===== src/rtl/bw_step_pkg.sv =====
package bw_step_pkg;
  localparam int NUM_EVT = 2;
  localparam int EVT_CP  = 0;
  localparam int EVT_SW  = 1;

  typedef struct packed {
    logic               load;
    logic [NUM_EVT-1:0] dec;
  } seqStrobeT;

  typedef enum logic {
    SEQ_IDLE = 1'b0,
    SEQ_RUN  = 1'b1
  } seqStateT;
endpackage


===== src/rtl/bw_step_datapath.sv =====
module bw_step_datapath
  import bw_step_pkg::*;
#(
  parameter int CNT_W = 10
) (
  input  logic                          clk,
  input  logic                          rstN,
  input  seqStrobeT                     strobe,
  input  logic [NUM_EVT-1:0][CNT_W-1:0] loadVal,
  output logic [NUM_EVT-1:0]            zeroFlag
);
  localparam logic [CNT_W-1:0] ONE = {{(CNT_W-1){1'b0}}, 1'b1};

  for (genvar i = 0; i < NUM_EVT; i++) begin : g_timer
    logic [CNT_W-1:0] countQ;

    always_ff @(posedge clk or negedge rstN) begin
      if (!rstN) begin
        countQ <= '0;
      end else if (strobe.load) begin
        countQ <= loadVal[i];
      end else if (strobe.dec[i]) begin
        countQ <= countQ - ONE;
      end
    end

    assign zeroFlag[i] = (countQ == '0);
  end
endmodule


===== src/rtl/bw_step_control.sv =====
module bw_step_control
  import bw_step_pkg::*;
(
  input  logic               clk,
  input  logic               rstN,
  input  logic               startPulse,
  input  logic [NUM_EVT-1:0] zeroFlag,
  output seqStrobeT          strobe,
  output logic [NUM_EVT-1:0] pending,
  output logic               busy
);
  seqStateT           stateQ, stateD;
  logic [NUM_EVT-1:0] pendingQ, pendingD;

  always_comb begin
    strobe.load = startPulse;
    strobe.dec  = '0;
    pendingD    = pendingQ;
    stateD      = stateQ;
    if (startPulse) begin
      pendingD = '1;
      stateD   = SEQ_RUN;
    end else if (stateQ == SEQ_RUN) begin
      for (int i = 0; i < NUM_EVT; i++) begin
        if (pendingQ[i]) begin
          if (zeroFlag[i]) pendingD[i] = 1'b0;
          else             strobe.dec[i] = 1'b1;
        end
      end
      if (pendingD == '0) stateD = SEQ_IDLE;
    end
  end

  always_ff @(posedge clk or negedge rstN) begin
    if (!rstN) begin
      stateQ   <= SEQ_IDLE;
      pendingQ <= '0;
    end else begin
      stateQ   <= stateD;
      pendingQ <= pendingD;
    end
  end

  assign pending = pendingQ;
  assign busy    = (stateQ == SEQ_RUN);
endmodule


===== src/rtl/bw_step_sequencer.sv =====
module bw_step_sequencer
  import bw_step_pkg::*;
#(
  parameter int CNT_W = 10
) (
  input  logic             refClk,
  input  logic             rstN,
  input  logic             startPulse,
  input  logic [CNT_W-1:0] cpTimeout,
  input  logic [CNT_W-1:0] swTimeout,
  output logic             cpFastOn,
  output logic             swACloseOn,
  output logic             swBCloseOn,
  output logic             seqBusy
);
  seqStrobeT                     strobe;
  logic [NUM_EVT-1:0]            zeroFlag;
  logic [NUM_EVT-1:0]            pending;
  logic [NUM_EVT-1:0][CNT_W-1:0] loadVal;

  assign loadVal[EVT_CP] = cpTimeout;
  assign loadVal[EVT_SW] = swTimeout;

  bw_step_datapath #(.CNT_W(CNT_W)) datapath_i (
    .clk      (refClk),
    .rstN     (rstN),
    .strobe   (strobe),
    .loadVal  (loadVal),
    .zeroFlag (zeroFlag)
  );

  bw_step_control control_i (
    .clk        (refClk),
    .rstN       (rstN),
    .startPulse (startPulse),
    .zeroFlag   (zeroFlag),
    .strobe     (strobe),
    .pending    (pending),
    .busy       (seqBusy)
  );

  assign cpFastOn   = pending[EVT_CP];
  assign swACloseOn = pending[EVT_SW];
  assign swBCloseOn = pending[EVT_SW];
endmodule


===== config.mk =====
export PLATFORM = sky130hd
export DESIGN_NAME = bw_step_sequencer
export DESIGN_NICKNAME = d
export VERILOG_FILES = /design/src/rtl/bw_step_pkg.sv /design/src/rtl/bw_step_datapath.sv /design/src/rtl/bw_step_control.sv /design/src/rtl/bw_step_sequencer.sv
export SDC_FILE = /design/constraint.sdc
export NUM_CORES = 1
export LEC_CHECK = 0
export ABC_AREA = 1
export BUFFER_PORTS_ARGS = -buffer_cell sky130_fd_sc_hd__buf_2
export CAP_MARGIN = 10
export CELL_PAD_IN_SITES_DETAIL_PLACEMENT = 1
export CELL_PAD_IN_SITES_GLOBAL_PLACEMENT = 1
export CORE_ASPECT_RATIO = 0.6
export CORE_MARGIN = 3
export CORE_UTILIZATION = 39
export DETAILED_ROUTE_END_ITERATION = 8
export PLACE_DENSITY_LB_ADDON = 0.1
export SLEW_MARGIN = 40
export SYNTH_ARGS = -nofsm -noshare
export SYNTH_HDL_FRONTEND = slang
export SYNTH_SLANG_ARGS = --single-unit

===== constraint.sdc =====
create_clock -name refClk -period 1.69 [get_ports refClk]
set_input_delay 0.0845 -clock refClk [delete_from_list [all_inputs] [get_ports refClk]]
set_output_delay 0.0845 -clock refClk [all_outputs]
set_load 0.02 [all_outputs]

==> results.md <==
- Final Net Count: 297
- YS warnings: 0
- Final antenna-violating net count: 0
- CTS tree: built
- WHS: 32.1 ps
- Vias per cell: 5.17
- Final Hold Viols: 0
- Slew Viols, Final: 0
- Post-Syn Nets: 257
- CTS root buf: clkbuf_8
- Max Fclk: 608 MHz
- CTS clk-pin slew, worst paths: 90 ps
- Initial antenna violation count: 0
- Die width: 86.9 um
- First-pass GRT wire length: 7.67 mm
- Family with the most delay on the worst path: simple AND/OR/NAND/NOR gates
- Worst path slowest cell: dfrtp_1
- Vias: 1635
- Post-Syn Area: 1530 um^2
- CP max FO: 6
- Post-Route WL: 4.80 mm
- Worst-skew pair later-pin latency: 270 ps
- Crit path buf inv count: 2
- Cell Pwr Density: 769 nW/um^2
- Overall Global Routing Usage: 21.2%
- CP cell instances: inv_2 -> ha_2 -> nand2_2 -> nor2_2 -> nand2_2 -> o21bai_4 -> buf_6 -> nand3_1 -> nand2_1
- ANT cells: 0
- Io pins: 27
- Crit path from: datapath_i.g_timer[1].countQ[0]$_DFFE_PN0P_
- Setup Skew: 9.20 ps
- Clock sink total: 23
- Placed insts: 306
- Number of global-route vias before repair: 1559
- Syn-to-layout area delta: 23.1%
- Reg2Reg Setup Slack: 50 ps
- Share of the clock period used by the worst path: 97.3%
- Worst R2R Start: datapath_i.g_timer[1].countQ[0]$_DFFE_PN0P_
- Maximum vdd drop: 404 uV
- Hold Crit Class: input port to flop
- Total die area: 4740 um^2
- Tmin final: 1640 ps
- Crit path top cell by count: nand2_2
- HP Start: cpTimeout[8]
- Final WS setup: 45.4 ps
- H-tree depth: 1
- Largest net degree at the start of global routing: 31
- Dpl hpwl: 3.46 mm
- TritonRoute pass-1 iters: 4
- Netlist cell types: 24
- Core Footprint: 3500 um^2
- Cts bufs inserted: 3
- DRC: 0
- CP Launch Type: flop
- Drt initial violations: 92
- Initial Utilization: 43.7%
- Relative slew slack: 62.7%
- Worst EP required: 1890 ps
- Signal arrival time at the worst endpoint: 1840 ps
- Pre-CTS setup slack: -4.48 ps
- Slowest Stage Delay on Critical Path: 410 ps
- Final Wtd Congestion: 0.831
- Critical path class: flop to flop
- GR Overflow Total: 0
- Die H: 54.5 um
- Status: complete, no violations
- Row count: 16
- Flops & latches, synth: 23
- Syn_area_per_cell: 6.60 um^2
- Syn Inst Count: 232
- Endpoint class of the critical path: flop
- Clk buf depth: 2
- Tot Pwr: 1.45 mW
- Sequential share of the synthesized area: 37.6%
- I/O Buffers: 26
- Max-Cap Viols: 0
- Fraction of layout cells with a size suffix above 1: 21.8%
- Final cell count without fillers: 316
- Worst slew pin tran: 560 ps
- WL/cell: 15.2 um
- Setup violators final: 0
- Leak Pwr: 1.00 nW
[final timing paths]
kind | endpoint | depth (start not counted)
setup reg to reg | datapath_i.g_timer[1].countQ[2]$_DFFE_PN0P_ | 9
hold / removal | datapath_i.g_timer[0].countQ[8]$_DFFE_PN0P_ | 3
hold reg to reg | datapath_i.g_timer[1].countQ[8]$_DFFE_PN0P_ | 2
min in group asynchronous | datapath_i.g_timer[1].countQ[6]$_DFFE_PN0P_ | 2
setup / recovery | datapath_i.g_timer[1].countQ[2]$_DFFE_PN0P_ | 9
max in group asynchronous | datapath_i.g_timer[1].countQ[2]$_DFFE_PN0P_ | 2
[through the flow]
| stage | area, um^2 | TNS [ps] | util, % |
|---|---|---|---|
| detailed placement | 1750 | -4.48 | 50.1 |
| floorplan | 1530 | 0 | - |
| CTS | 1820 | 0 | 51.8 |
| global placement | 1750 | 0 | 50.1 |
| finish | 1880 | 0 | 53.8 |
| global route | 1880 | -255 | 53.8 |
[worst reg2reg max path, cell delays in order (launching register included)]
cell and delay [ps]:
dfrtp_1 410, inv_2 90, ha_2 190, nand2_2 80, nor2_2 110, nand2_2 80
o21bai_4 290, buf_6 180, nand3_1 90, nand2_1 90
[routing by layer]
metal	track usage (%)	wire, um
met3	3.61	342
met4	1.55	12
met5	0	0
met2	32.2	1960
met1	32.5	2490
[sequential cells by signal, summed over array words and instances (netlist names)]
| register | cells |
|---|---|
| control_i.pending | 2 |
| control_i.busy | 1 |
| datapath_i.g_timer.countQ | 20 |
[cells by family after synthesis]
group | count (synthesis) | share of synthesized area (%)
and+or+nand+nor | 151 | 41.2
DFF | 23 | 37.6
buffers and inverters | 28 | 7.85
xor gates and xnor gates | 2 | 1.14
adders and majority gates | 2 | 1.64
AOI/OAI and AO/OA | 26 | 10.5
[synthesized netlist by cell type, drive strengths merged]
cell type / count / share of area (%)
o21bai: 4 / 2.7
inv: 20 / 4.9
a211oi: 1 / 0.49
nand3: 28 / 9.2
nand2: 90 / 23
o22ai: 1 / 0.41
xor2: 2 / 1.1
ha: 2 / 1.6
dfrtp: 23 / 38
a21oi: 2 / 0.90
nor2: 27 / 7.1
o211ai: 1 / 0.49
clkbuf: 2 / 0.49
buf: 6 / 2.5
o21ai: 17 / 5.6
nor3: 1 / 0.33
nand4: 5 / 2.0
[final cells by class]
class                      count  area (um^2)
clock inverter                 1         5.00
clock buffer                   3         41.3
tap                           45         56.3
fill                         488         1620
multi-input combinational    182          868
inverter                      20         75.1
sequential                    23          577
timing repair buffer          42          260
[power by group]
part,internal [mW],switching [mW],total (mW)
Clock,0.165,0.188,0.352
Combinational,0.164,0.253,0.417
Sequential,0.612,0.0666,0.679
[layout by cell type (no fill, tap or decap), drive strengths merged, types with 2 or more instances in the layout]
| cell type | Yosys | routed |
|---|---|---|
| inv | 20 | 20 |
| nand2 | 90 | 91 |
| a21oi | 2 | 2 |
| nor2 | 27 | 27 |
| clkbuf | 2 | 3 |
| dfrtp | 23 | 23 |
| nand4 | 5 | 5 |
| xor2 | 2 | 2 |
| o21bai | 4 | 4 |
| ha | 2 | 2 |
| buf | 6 | 41 |
| o21ai | 17 | 17 |
| nand3 | 28 | 28 |
[repair_timing]
action / CTS / global route
endpoints found under the setup margin: 3 / 15
resized for setup: 1 / 12
hold endpoints to repair: 23 / 0
setup buffers: 0 / 3
cloned: 0 / 2
hold buffers: 1 / 0
pin swaps: 0 / 2
Note: power is estimated with default switching activity, not from simulation.
